<file path="src/rtl/pag_pkg.sv">
package pag_pkg;
  localparam int unsigned NPLANES    = 3;
  localparam int unsigned WORD_BYTES = 4;
  localparam int unsigned CODEW      = 3;

  typedef enum logic [1:0] {
    PM_ONE        = 2'd0,
    PM_TWO_FULL   = 2'd1,
    PM_TWO_HALF   = 2'd2,
    PM_THREE_HALF = 2'd3
  } plane_mode_e;

  function automatic logic [NPLANES-1:0] active_planes(plane_mode_e m);
    case (m)
      PM_ONE:                    return 3'b001;
      PM_TWO_FULL, PM_TWO_HALF:  return 3'b011;
      default:                   return 3'b111;
    endcase
  endfunction

  function automatic logic half_chroma(plane_mode_e m);
    return (m == PM_TWO_HALF) || (m == PM_THREE_HALF);
  endfunction
endpackage

</file>
<file path="src/rtl/pag_frame_ctl.sv">
module pag_frame_ctl
  import pag_pkg::*;
#(
  parameter int unsigned CW = 8
) (
  input  logic                 clk,
  input  logic                 rst_n,
  input  logic                 frame_start,
  input  logic                 line_end,
  input  logic [1:0]           cfg_mode,
  input  logic                 cfg_pingpong,
  input  logic                 cfg_wrap_en,
  input  logic [CODEW-1:0]     cfg_wrap_code,
  input  logic [CODEW-1:0]     cfg_evt_code,
  output logic                 sel_load,
  output logic                 buf_idx,
  output logic [NPLANES-1:0]   act_mask,
  output logic                 wrap_now,
  output logic                 chroma_step,
  output logic                 line_evt
);
  logic             next_sel_q;
  logic             half_q, wrap_en_q;
  logic [CODEW-1:0] wrap_code_q, evt_code_q;
  logic [CW-1:0]    lcnt_q, lnext, wrap_mask, evt_mask;
  logic             lend_eff;

  assign sel_load    = cfg_pingpong ? next_sel_q : 1'b0;
  assign lnext       = lcnt_q + CW'(1);
  assign wrap_mask   = (CW'(1) << wrap_code_q) - CW'(1);
  assign evt_mask    = (CW'(1) << evt_code_q) - CW'(1);
  assign lend_eff    = line_end && !frame_start;
  assign wrap_now    = lend_eff && wrap_en_q && ((lnext & wrap_mask) == '0);
  assign chroma_step = !half_q || lcnt_q[0];

  always_ff @(posedge clk or negedge rst_n) begin
    if (!rst_n) begin
      next_sel_q  <= 1'b0;
      buf_idx     <= 1'b0;
      act_mask    <= '0;
      half_q      <= 1'b0;
      wrap_en_q   <= 1'b0;
      wrap_code_q <= '0;
      evt_code_q  <= '0;
      lcnt_q      <= '0;
      line_evt    <= 1'b0;
    end else begin
      line_evt <= lend_eff && ((lnext & evt_mask) == '0);
      if (frame_start) begin
        buf_idx     <= sel_load;
        next_sel_q  <= cfg_pingpong ? ~next_sel_q : 1'b0;
        act_mask    <= active_planes(plane_mode_e'(cfg_mode));
        half_q      <= half_chroma(plane_mode_e'(cfg_mode));
        wrap_en_q   <= cfg_wrap_en;
        wrap_code_q <= cfg_wrap_code;
        evt_code_q  <= cfg_evt_code;
        lcnt_q      <= '0;
      end else if (line_end) begin
        lcnt_q <= lnext;
      end
    end
  end


  evt_follows_line_chk: assert property (@(posedge clk) disable iff (!rst_n)
    line_evt |-> $past(line_end));


  buf_change_at_frame_chk: assert property (@(posedge clk) disable iff (!rst_n)
    (buf_idx != $past(buf_idx)) |-> $past(frame_start));


  single_set_chk: assert property (@(posedge clk) disable iff (!rst_n)
    (frame_start && !cfg_pingpong) |=> (buf_idx == 1'b0));
endmodule

</file>
<file path="src/rtl/pag_plane_addr.sv">
module pag_plane_addr
  import pag_pkg::*;
#(
  parameter int unsigned AW = 32,
  parameter int unsigned PW = 16
) (
  input  logic          clk,
  input  logic          rst_n,
  input  logic          load,
  input  logic [AW-1:0] load_base,
  input  logic [PW-1:0] load_pitch,
  input  logic          active,
  input  logic          word_vld,
  input  logic          line_end,
  input  logic          wrap_now,
  input  logic          step,
  output logic [AW-1:0] addr
);
  logic [AW-1:0] base_q, lstart_q, next_start;
  logic [PW-1:0] pitch_q;

  assign next_start = lstart_q + AW'(pitch_q);

  always_ff @(posedge clk or negedge rst_n) begin
    if (!rst_n) begin
      base_q   <= '0;
      pitch_q  <= '0;
      lstart_q <= '0;
      addr     <= '0;
    end else if (load) begin
      base_q   <= load_base;
      pitch_q  <= load_pitch;
      lstart_q <= load_base;
      addr     <= load_base;
    end else if (active && line_end) begin
      if (wrap_now) begin
        lstart_q <= base_q;
        addr     <= base_q;
      end else if (step) begin
        lstart_q <= next_start;
        addr     <= next_start;
      end else begin
        addr <= lstart_q;
      end
    end else if (active && word_vld) begin
      addr <= addr + AW'(WORD_BYTES);
    end
  end


  word_step_chk: assert property (@(posedge clk) disable iff (!rst_n)
    (active && word_vld && !line_end && !load) |=> (addr == $past(addr) + AW'(WORD_BYTES)));


  idle_plane_hold_chk: assert property (@(posedge clk) disable iff (!rst_n)
    (!active && !load) |=> $stable(addr));


  wrap_to_base_chk: assert property (@(posedge clk) disable iff (!rst_n)
    (active && line_end && wrap_now && !load) |=> (addr == base_q));
endmodule

</file>
<file path="src/rtl/plane_addr_gen.sv">
module plane_addr_gen
  import pag_pkg::*;
#(
  parameter int unsigned AW = 32,
  parameter int unsigned PW = 16,
  parameter int unsigned CW = 8
) (
  input  logic                  clk,
  input  logic                  rst_n,
  input  logic                  frame_start,
  input  logic                  line_end,
  input  logic [NPLANES-1:0]    word_vld,
  input  logic [1:0]            cfg_mode,
  input  logic                  cfg_pingpong,
  input  logic                  cfg_wrap_en,
  input  logic [CODEW-1:0]      cfg_wrap_code,
  input  logic [CODEW-1:0]      cfg_evt_code,
  input  logic [NPLANES*AW-1:0] cfg_base_a,
  input  logic [NPLANES*AW-1:0] cfg_base_b,
  input  logic [NPLANES*PW-1:0] cfg_pitch,
  output logic [NPLANES*AW-1:0] plane_addr,
  output logic                  buf_idx,
  output logic                  line_evt
);
  logic               sel_load, wrap_now, chroma_step;
  logic [NPLANES-1:0] act_mask;

  pag_frame_ctl #(.CW(CW)) ctl_i (
    .clk           (clk),
    .rst_n         (rst_n),
    .frame_start   (frame_start),
    .line_end      (line_end),
    .cfg_mode      (cfg_mode),
    .cfg_pingpong  (cfg_pingpong),
    .cfg_wrap_en   (cfg_wrap_en),
    .cfg_wrap_code (cfg_wrap_code),
    .cfg_evt_code  (cfg_evt_code),
    .sel_load      (sel_load),
    .buf_idx       (buf_idx),
    .act_mask      (act_mask),
    .wrap_now      (wrap_now),
    .chroma_step   (chroma_step),
    .line_evt      (line_evt)
  );

  for (genvar p = 0; p < NPLANES; p++) begin : g_plane
    logic [AW-1:0] base_sel;
    logic          step;
    assign base_sel = sel_load ? cfg_base_b[p*AW +: AW] : cfg_base_a[p*AW +: AW];
    if (p == 0) begin : g_luma
      assign step = 1'b1;
    end else begin : g_chroma
      assign step = chroma_step;
    end
    pag_plane_addr #(.AW(AW), .PW(PW)) unit_i (
      .clk        (clk),
      .rst_n      (rst_n),
      .load       (frame_start),
      .load_base  (base_sel),
      .load_pitch (cfg_pitch[p*PW +: PW]),
      .active     (act_mask[p]),
      .word_vld   (word_vld[p]),
      .line_end   (line_end),
      .wrap_now   (wrap_now),
      .step       (step),
      .addr       (plane_addr[p*AW +: AW])
    );
  end
endmodule

</file>
<file path="config.mk">
export PLATFORM = sky130hd
export DESIGN_NAME = plane_addr_gen
export DESIGN_NICKNAME = d
export VERILOG_FILES = /design/src/rtl/pag_pkg.sv /design/src/rtl/pag_frame_ctl.sv /design/src/rtl/pag_plane_addr.sv /design/src/rtl/plane_addr_gen.sv
export SDC_FILE = /design/constraint.sdc
export NUM_CORES = 1
export LEC_CHECK = 0
export BUFFER_PORTS_ARGS = -buffer_cell sky130_fd_sc_hd__buf_4
export CORE_MARGIN = 2
export CORE_UTILIZATION = 50
export DETAILED_ROUTE_END_ITERATION = 12
export PLACE_DENSITY = 0.72
export SLEW_MARGIN = 30
export SYNTH_ARGS = -nofsm -noshare
export SYNTH_HDL_FRONTEND = slang
export SYNTH_HIERARCHICAL = 1
export SYNTH_SLANG_ARGS = --single-unit
</file>
<file path="constraint.sdc">
create_clock -name clk -period 4.4 [get_ports clk]
set_input_delay 1.1 -clock clk [delete_from_list [all_inputs] [get_ports clk]]
set_output_delay 1.1 -clock clk [all_outputs]
set_load 0.02 [all_outputs]
</file>
==> impl_metrics.tcl, run 1 <==
set metrics [dict create \
    num-nets-final 2985 \
    root_buffer "clkbuf_16" \
    final_common_cell "buf_4" \
    relSlewSlack_pct 35.8 \
    crit_type "flip-flop to flip-flop" \
    insertion_delay_ps 570 \
    cts-resized-gates 0 \
    final_core_util_pct 60.8 \
    synthFlopType "dfrtp_1" \
    syn_inst 2358 \
    reg2reg_slack_ps 600 \
    tightest_slew_ps 960 \
    ys_seq_area_share_pct 39.6 \
    grt_pass1_wl_mm 111 \
    instances_no_fill 3289 \
    io_pins 355 \
    synth_area_per_cell_um2 9.57 \
    place_hpwl_mm 50.3 \
    synth.area.mux_share_pct 12.5 \
    period_needed_ps 3800 \
    wire_per_inst_um 21.2 \
    synthToLayoutAreaGrowth_pct 19.7 \
    grt_pass1_vias 20200 \
    synth_enable_flop_cells 0 \
    setup_tns_ps 0 \
    finalMaxSlewViolations 0 \
    grt_usage_pct 29.5 \
    fmax_mhz 263 \
    rr_startpoint "ctl_i/lcnt_q[0]$_DFFE_PN0P_" \
    core_um2 44400 \
    grt_overflow 0 \
    synth.distinct_cells 84 \
    finalHoldViolCount 0 \
    via_count 20400 \
    final_area_um2 27000 \
    start_util_pct 50.8 \
    r2r_end "g_plane[0].unit_i/addr[7]$_DFFE_PN0P_" \
    crit_path_start_kind "flip-flop" \
    cts_tree "built" \
    drive_gt1_share_pct 27.6 \
    power_density_nw_per_um2 405 \
    cts_made_buffers 42 \
    holdPathEnd "ctl_i/next_sel_q$_DFFE_PN0P_" \
    synth_compound_area_share_pct 22.0 \
    dr_wl_met2_mm 32.3 \
    wl_met3_mm 5.59 \
    via_per_inst 6.19 \
    p_leak_nw 12.2 \
    row_count 77 \
    hold_path_class "flip-flop to flip-flop" \
    hold_buffers 0 \
    hold_start "ctl_i/next_sel_q$_DFFE_PN0P_" \
    drcViolationCount 0 \
    synth-xor-area-share_pct 3.10 \
    skew_ps 25.1 \
    synth_top_family_by_area "compound AO/OA/AOI/OAI gates" \
    gp_congestion 0.953 \
    required_ps 4860 \
    status "finished, final reports clean" \
    top_layer_used "met5" \
    cp-end-kind "flip-flop" \
    ff2ff_path_depth 12 \
    port_buffers 354 \
    layout_common_cells "382 x buf_4, 357 x dfrtp_1, 265 x nand2_1" \
    synth_fa_ha_area_share_pct 3.15 \
    drt_iter0_drc 1927 \
    wl_mm 69.6 \
    period_share_pct 86.4 \
    die_h_um 216 \
    dr.pass1.iters 6 \
    grt_max_degree 124 \
    ys_ff_latch 357 \
    path_max_fanout 58 \
    cts.clk_slew.worst_paths_ps 60 \
    cts_buffer_depth 3 \
    antenna_left 0 \
    post_cts_buffers 0 \
    syn_area_um2 22600 \
    m1WireLength_mm 29.4 \
    yosys.area_share.simple_pct 15.5 \
    die_area_um2 46900 \
    htreeDepth 2 \
    ys_warn_count 6 \
    placed_area_um2 25700 \
    grt_antenna_before_repair 3 \
    whs_ps 475 \
    ys_async_sr_fraction_pct 100 \
    arrival_ps 4260 \
    hold_depth 1 \
    rsz0062_at_grt "no" \
    placed_cells 3221 \
    die_w_um 216 \
    clkSinkCount 357 \
    vdd_drop_max_mv 0.268 \
    maxCapViolCount 0 \
    setup_viol 0 \
]
flip-flops by register name (all words and copies together), names as in the netlist:
name and flops:
g_plane.unit_i/addr 96, g_plane.unit_i/base_q 96, g_plane.unit_i/lstart_q 96, g_plane.unit_i/pitch_q 48
ctl_i/lcnt_q 7, ctl_i/act_mask 3, ctl_i/evt_code_q 3, ctl_i/wrap_code_q 3
ctl_i/buf_idx 1, ctl_i/half_q 1, ctl_i/line_evt 1, ctl_i/next_sel_q 1
ctl_i/wrap_en_q 1
routing by layer:
metal / track usage (%) / vias up
met5: 0 / -
met4: 10.1 / 4
met3: 6.72 / 149
met2: 46.9 / 898
met1: 39.7 / 9974
li1: - / 9336
synthesized netlist by cell type, types with 7 or more instances:
| cell | number | area [um^2] |
|---|---|---|
| nor2b_1 | 22 | 138 |
| mux2_4 | 40 | 601 |
| nand2_1 | 266 | 998 |
| buf_6 | 15 | 169 |
| or2_2 | 10 | 62.6 |
| nand2b_1 | 20 | 125 |
| inv_1 | 65 | 244 |
| mux2_2 | 176 | 1980 |
| a221oi_1 | 15 | 131 |
| buf_1 | 18 | 67.6 |
| a21o_1 | 72 | 541 |
| and4_1 | 12 | 105 |
| a21oi_1 | 146 | 731 |
| nor3_1 | 35 | 175 |
| a22oi_1 | 24 | 180 |
| o22a_1 | 15 | 131 |
| nor3_2 | 9 | 90.1 |
| a311oi_1 | 11 | 96.3 |
| xor2_1 | 30 | 263 |
| and2_1 | 10 | 62.6 |
| or3_1 | 7 | 43.8 |
| clkbuf_1 | 64 | 240 |
| a31oi_1 | 28 | 175 |
| a221o_1 | 30 | 300 |
| ha_1 | 52 | 651 |
| o21a_1 | 36 | 270 |
| a22o_1 | 18 | 158 |
| o21bai_1 | 15 | 113 |
| o211ai_1 | 19 | 143 |
| nand4_1 | 32 | 200 |
| a211oi_1 | 24 | 180 |
| xnor2_1 | 50 | 438 |
| buf_2 | 12 | 60.1 |
| mux2i_1 | 23 | 230 |
| and3_1 | 24 | 150 |
| nor2_1 | 171 | 642 |
| nand3_1 | 48 | 240 |
| a21oi_2 | 9 | 78.8 |
| dfrtp_1 | 357 | 8930 |
| a222oi_1 | 18 | 180 |
| a2bb2oi_1 | 12 | 105 |
| o21ai_0 | 176 | 881 |
worst max path at each step:
stage / from / to / slack [ps] / cells past startpoint
6_report: ctl_i/lcnt_q[0]$_DFFE_PN0P_ / g_plane[0].unit_i/addr[7]$_DFFE_PN0P_ / 600 / 12
5_1_grt: ctl_i/lcnt_q[0]$_DFFE_PN0P_ / g_plane[1].unit_i/addr[18]$_DFFE_PN0P_ / 280 / 11
4_1_cts: ctl_i/lcnt_q[0]$_DFFE_PN0P_ / g_plane[1].unit_i/addr[31]$_DFFE_PN0P_ / 620 / 11
3_5_place_dp: line_end / g_plane[1].unit_i/addr[31]$_DFFE_PN0P_ / 510 / 10
3_3_place_gp: line_end / g_plane[1].unit_i/addr[31]$_DFFE_PN0P_ / 620 / 10
2_1_floorplan: line_end / g_plane[0].unit_i/addr[13]$_DFFE_PN0P_ / 920 / 12
critical path: stages (launching register included):
cell and delay, ps:
dfrtp_1 470, ha_1 330, and3_1 320, a211o_1 330
a32oi_1 280, a311oi_4 90, buf_12 240, inv_1 410
nor2_2 100, buf_4 210, a222oi_1 510, o21ai_0 220
o21a_1 150
where the power goes:
part | switching, mW | internal (mW) | total, mW | leakage (nW)
combinational | 1.84 | 1.49 | 3.33 | 7.18
clock | 1.39 | 1.96 | 3.35 | 0.634
sequential | 0.511 | 3.74 | 4.25 | 4.36
total | 3.74 | 7.19 | 10.9 | 12.2
stage by stage:
step                setup WS, ps  power (mW)
floorplan                    923        6.38
global placement             624        7.48
detailed placement           513        7.57
CTS                          620        11.0
global route                 278        11.5
finish                       598        10.9
cell families (layout without fill, tap and decap cells):
family                     count (synthesis)  after routing
and+or+nand+nor                          713            713
muxes                                    239            239
adders and majority gates                 55             55
AOI/OAI and AO/OA                        725            725
buffers and inverters                    188            524
other                                      1              4
DFF                                      357            357
xor gates and xnor gates                  80             80
final cells by class:
class                   count  area, um^2
inverters                  65         244
fillers                  3788       17400
flip-flops and latches    357        8930
diodes                      1        2.50
multi-input cells        1815       12800
well taps                 592         741
clock buffers              56        1160
clock inverters            11         113
repair buffers            392        3060
Note: power is estimated with default switching activity, not from simulation.
==> inputs of run 2 (changes only) <==
--- a/config.mk
+++ b/config.mk
@@ -10,2 +10,3 @@
 export CORE_UTILIZATION = 50
+export CTS_CLUSTER_DIAMETER = 50
 export DETAILED_ROUTE_END_ITERATION = 12
==> constraint.sdc (replaced) <==
create_clock -name clk -period 4.4 [get_ports clk]
set_input_delay 0.44 -clock clk [delete_from_list [all_inputs] [get_ports clk]]
set_output_delay 0.44 -clock clk [all_outputs]
set_load 0.02 [all_outputs]
==> run 2 against run 1 <==
  * First-iteration DRC count rose by 3.7%
  * Highest routed layer unchanged
  * Largest cell class unchanged
  * Via count decreased by 0.52%
  * Critical path type unchanged
  * Global-route usage fell by 0.74 points
  * Cell area is 1.0% higher
  * Power grew 5.4%
  * Maximum frequency is 1.5% lower
  * Die area stayed put
  * Clock skew is 8.2 ps lower
==> impl_metrics.tcl, run 2 (same netlist as run 1, synthesis figures left out) <==
set metrics [dict create \
    drive_gt1_share_pct 28.0 \
    required_ps 4890 \
    gp_congestion 0.925 \
    cts-resized-gates 0 \
    path_max_fanout 15 \
    grt_pass1_vias 20200 \
    final-seq-area_um2 8930 \
    max_stage_delay_ps 710 \
    crit_type "flip-flop to flip-flop" \
    via_per_inst 6.13 \
    grt_usage_pct 28.7 \
    vdd_drop_max_mv 0.319 \
    maxCapViolCount 0 \
    grt_antenna_before_repair 3 \
    setup_viol 0 \
    dr.pass1.iters 9 \
    whs_ps 76.1 \
    start_util_pct 50.8 \
    relSlewSlack_pct 33.7 \
    finalHoldViolCount 0 \
    arrival_ps 4350 \
    p_leak_nw 12.3 \
    antenna_left 0 \
    fillCellCount 3758 \
    die_w_um 216 \
    cts.clk_slew.worst_paths_ps 50 \
    insertion_delay_ps 580 \
    io_pins 355 \
    port_buffers 354 \
    layout_setup_ws_ps 541 \
    instances_no_fill 3306 \
    pre_cts_slack_ps 587 \
    wl_mm 68.1 \
    htreeDepth 2 \
    hold_path_class "primary input to flip-flop" \
    status "finished, final reports clean" \
    cp_slowest_cell "nor2_2" \
    via_count 20300 \
    clkSinkCount 357 \
    place_hpwl_mm 48.8 \
    reg2reg_slack_ps 540 \
    grt_overflow 0 \
    die_area_um2 46900 \
    synthToLayoutAreaGrowth_pct 20.9 \
    final_area_um2 27300 \
    period_needed_ps 3860 \
    skew_ps 16.8 \
    crit_path_start_kind "flip-flop" \
    grt_pass1_wl_mm 109 \
    multi_input_area_um2 12800 \
    power_density_nw_per_um2 422 \
    finalMaxSlewViolations 0 \
    power_mw 11.5 \
    fmax_mhz 259 \
    placed_cells 3217 \
    final_common_cell "buf_4" \
    die_h_um 216 \
    cts_made_buffers 48 \
    path_cells "ha_1, and3_1, xnor2_1, o211ai_1, a311oi_4, inv_1, nor2_2, a222oi_1, a21oi_1, a2bb2oi_1" \
    layout_common_cells "383 x buf_4, 357 x dfrtp_1, 265 x nand2_1" \
    root_buffer "clkbuf_16" \
    cts_tree "built" \
    drt_iter0_drc 1998 \
    tightest_slew_ps 993 \
    core_um2 44400 \
    cts_buffer_depth 3 \
    grt_max_degree 107 \
    row_count 77 \
    wire_per_inst_um 20.6 \
    top_regs "g_plane.unit_i/addr x96, g_plane.unit_i/base_q x96, g_plane.unit_i/lstart_q x96" \
    period_share_pct 87.7 \
    rsz0062_at_grt "no" \
    final_core_util_pct 61.5 \
    setup_tns_ps 0 \
    placed_area_um2 25600 \
    num-nets-final 2988 \
    drcViolationCount 0 \
    cp-end-kind "flip-flop" \
]
run 2: cell type report:
class	instances	share of cell area, %
multi-input combinational	1815	46.8
clock inverter	15	0.678
sequential	357	32.7
timing repair buffer	389	10.9
antenna	2	0.0183
inverter	65	0.894
clock buffer	71	5.31
tap	592	2.71
run 2: worst max-delay path, delay by kind of cell (launching register included):
| family | cells | cell delay, ps |
|---|---|---|
| adder cells (fa/ha/maj) | 1 | 330 |
| AND/OR/NAND/NOR | 2 | 1100 |
| XOR/XNOR | 1 | 200 |
| AO/OA/AOI/OAI | 5 | 1240 |
| flip-flops | 1 | 510 |
| buffers and inverters | 1 | 370 |
run 2: repair_timing:
item | in CTS | in global routing
endpoints found under the hold margin | 95 | 0
hold buffers | 1 | 0
buffers inserted | 0 | 0
run 2: per-layer routing:
layer	vias up	track usage, %	share of wire, %
met4	2	10.3	3.1
met5	-	0	0.012
met1	9903	38.9	43
li1	9334	-	-
met3	138	5.29	7.8
met2	879	46.3	46
run 2: worst paths after layout:
kind | from | endpoint | cells after the start
worst max-delay path | ctl_i/lcnt_q[0]$_DFFE_PN0P_ | g_plane[2].unit_i/addr[30]$_DFFE_PN0P_ | 10
worst min-delay path | cfg_pitch[17] | g_plane[1].unit_i/pitch_q[1]$_DFFE_PN0P_ | 3
worst max register to register | ctl_i/lcnt_q[0]$_DFFE_PN0P_ | g_plane[2].unit_i/addr[30]$_DFFE_PN0P_ | 10
worst min register to register | g_plane[0].unit_i/addr[1]$_DFFE_PN0P_ | g_plane[0].unit_i/addr[1]$_DFFE_PN0P_ | 2
max in group asynchronous | rst_n | g_plane[0].unit_i/base_q[19]$_DFFE_PN0P_ | 3
min in group asynchronous | rst_n | g_plane[2].unit_i/addr[5]$_DFFE_PN0P_ | 2
run 2: power breakdown:
group	switching, mW	internal [mW]
logic	1.82	1.49
registers	0.504	3.74
clock network	1.53	2.45
total	3.85	7.68
==> inputs of run 3 (changes only) <==
Settings changed: SYNTH_HIERARCHICAL 1 to unset.
==> run 3 against run 2 <==
  * Area after synthesis shrank 2.2%
  * Global-route usage grew 2.1 points
  * Flip-flop and latch count is the same
  * Critical path type unchanged
  * Core utilization grew 0.41 points
  * Sequential power grew 1%
  * Power grew 1.7%
==> impl_metrics.tcl, run 3 <==
set metrics [dict create \
    top_regs "g_plane.unit_i.addr x96, g_plane.unit_i.base_q x96, g_plane.unit_i.lstart_q x96" \
    path_cells "nor3_1, inv_1, ha_1, nor4b_1, mux2i_1, nand4b_1, a221o_4, buf_4, buf_4, nor2_1, o31a_1, a21oi_1, a2bb2oi_1" \
    synthFlopType "dfrtp_1" \
    post_cts_buffers 0 \
    gp_congestion 0.914 \
    vdd_drop_max_mv 0.278 \
    rsz0062_at_grt "no" \
    setup_viol 0 \
    start_util_pct 50.9 \
    wire_per_inst_um 20.3 \
    synth_common_cells "501 x nand2_1, 357 x dfrtp_1, 197 x a21oi_1" \
    grt_pass1_vias 21000 \
    synth_most_common_cell "nand2_1" \
    layout_common_cells "499 x nand2_1, 381 x buf_4, 357 x dfrtp_1" \
    root_buffer "clkbuf_16" \
    final_core_util_pct 61.9 \
    required_ps 4900 \
    period_share_pct 86.9 \
    path_max_fanout 66 \
    finalHoldViolCount 0 \
    wl_mm 72.0 \
    cts.clk_slew.worst_paths_ps 60 \
    synthToLayoutAreaGrowth_pct 21.5 \
    status "finished, final reports clean" \
    relSlewSlack_pct 36.8 \
    cts_buffer_depth 3 \
    hold_path_class "primary input to flip-flop" \
    ys_warn_count 0 \
    hold_start "cfg_pitch[35]" \
    ys_seq_area_share_pct 40.5 \
    ff2ff_path_depth 13 \
    row_count 76 \
    clkSinkCount 357 \
    cts_made_buffers 47 \
    grt_overflow 0 \
    layout_setup_ws_ps 577 \
    htreeDepth 2 \
    drcViolationCount 0 \
    reg2reg_slack_ps 580 \
    period_needed_ps 3820 \
    placed_cells 3457 \
    instances_no_fill 3540 \
    critPathMostFrequentCell "buf_4" \
    num-nets-final 3236 \
    place_hpwl_mm 50.5 \
    finalMaxSlewViolations 0 \
    cp-end-kind "flip-flop" \
    setup_tns_ps 0 \
    hold_buffers 1 \
    via_count 21500 \
    die_h_um 214 \
    arrival_ps 4320 \
    skew_ps 18.6 \
    dr.pass1.iters 5 \
    die_w_um 214 \
    syn_area_um2 22100 \
    rr_startpoint "ctl_i.wrap_code_q[2]$_DFFE_PN0P_" \
    cp_slowest_cell "a221o_4" \
    cts-resized-gates 0 \
    grt_usage_pct 30.9 \
    ys_async_sr_fraction_pct 100 \
    port_buffers 354 \
    core_um2 43400 \
    synth_area_leaders "dfrtp_1 40%, nand2_1 8.5%, a21oi_1 4.5%" \
    fmax_mhz 262 \
    io_pins 355 \
    max_stage_delay_ps 760 \
    grt_max_degree 151 \
    grt_pass1_wl_mm 115 \
    hold_depth 2 \
    pre_cts_slack_ps 605 \
    ys_ff_latch 357 \
    power_mw 11.7 \
    holdPathEnd "g_plane[2].unit_i.pitch_q[3]$_DFFE_PN0P_" \
    final_common_cell "nand2_1" \
    p_leak_nw 12.6 \
    syn_nets 2944 \
    maxCapViolCount 0 \
    cts_tree "built" \
    synth_top_area_share_pct 40.5 \
    tightest_slew_ps 947 \
    die_area_um2 45800 \
    power_density_nw_per_um2 437 \
    via_per_inst 6.08 \
    drive_gt1_share_pct 19.1 \
    synth_enable_flop_cells 0 \
    synth_area_per_cell_um2 8.39 \
    synth_area_leader_cell "dfrtp_1" \
    crit_type "flip-flop to flip-flop" \
    drt_iter0_drc 1956 \
    startpoint "ctl_i.wrap_code_q[2]$_DFFE_PN0P_" \
    antenna_left 0 \
    syn_inst 2630 \
    synth.distinct_cells 88 \
    grt_antenna_before_repair 0 \
    r2r_end "g_plane[1].unit_i.addr[8]$_DFFE_PN0P_" \
    insertion_delay_ps 590 \
    crit_path_start_kind "flip-flop" \
]
==> run 3: cell types whose count changed after synthesis, moves of 27 or more <==
cell	previous run	this run
inv_1	65	92
a21oi_1	146	197
nand2_1	266	501
mux2_4	40	0
nand3_1	48	91
mux2_2	176	60
==> run 3: stage by stage <==
stage,hold WS (ps),area [um^2]
4_1_cts,63.7,26800
2_1_floorplan,144,22100
5_1_grt,86.8,26800
6_report,89.5,26800
3_3_place_gp,460,25200
3_5_place_dp,469,25200
==> run 3: logic make-up after synthesis <==
family | synth area share (%)
adders and majority gates | 3.33
xor gates and xnor gates | 3.17
muxes | 4.06
AOI/OAI and AO/OA | 24.5
and+or+nand+nor | 20.1
buffers and inverters | 4.40
DFF | 40.5
==> run 3: final cells by class <==
type	count	area, um^2
Sequential cell	357	8930
Clock buffer	64	1350
Multi-Input combinational cell	2036	12200
Antenna cell	1	2.50
Inverter	92	345
Clock inverter	17	249
Tap cell	585	732
Timing Repair Buffer	388	2980
Fill cell	3843	16500
==> run 3: routing by layer <==
metal  vias to the layer above  GRT usage [%]  part of all wire [%]  routed length, um
met2                       945           49.4                    46              33100
met3                       126           5.05                   8.0               5730
met1                     10500           42.9                    43              31300
met5                         -              0                     0                  0
met4                         0           9.72                   2.5               1790
li1                      10000              -                     -                  -
==> run 3: report_power, final <==
part           leakage [nW]  internal (mW)  total [mW]  switching [mW]
Sequential             4.37           3.75        4.29           0.535
Clock                 0.768           2.44        3.97            1.52
Combinational          7.45           1.47        3.46            1.99
Total                  12.6           7.67        11.7            4.05
==> run 3: worst max path at each step <==
stage          slack, ps                                endpoint  depth (start not counted)
6_report             580   g_plane[1].unit_i.addr[8]$_DFFE_PN0P_                         13
3_5_place_dp         600   g_plane[1].unit_i.addr[8]$_DFFE_PN0P_                         12
4_1_cts              620   g_plane[1].unit_i.addr[8]$_DFFE_PN0P_                         12
2_1_floorplan       1520  g_plane[2].unit_i.addr[26]$_DFFE_PN0P_                         16
5_1_grt              220   g_plane[1].unit_i.addr[8]$_DFFE_PN0P_                         13
3_3_place_gp         620   g_plane[1].unit_i.addr[8]$_DFFE_PN0P_                         12
==> run 3: critical path: cells and delay by family, from the launching register on <==
kind,cells,cell delay (ps)
fa+ha+maj,1,290
compound gates,4,1380
flops,1,600
buf+inv,3,640
mux,1,120
simple gates,4,710
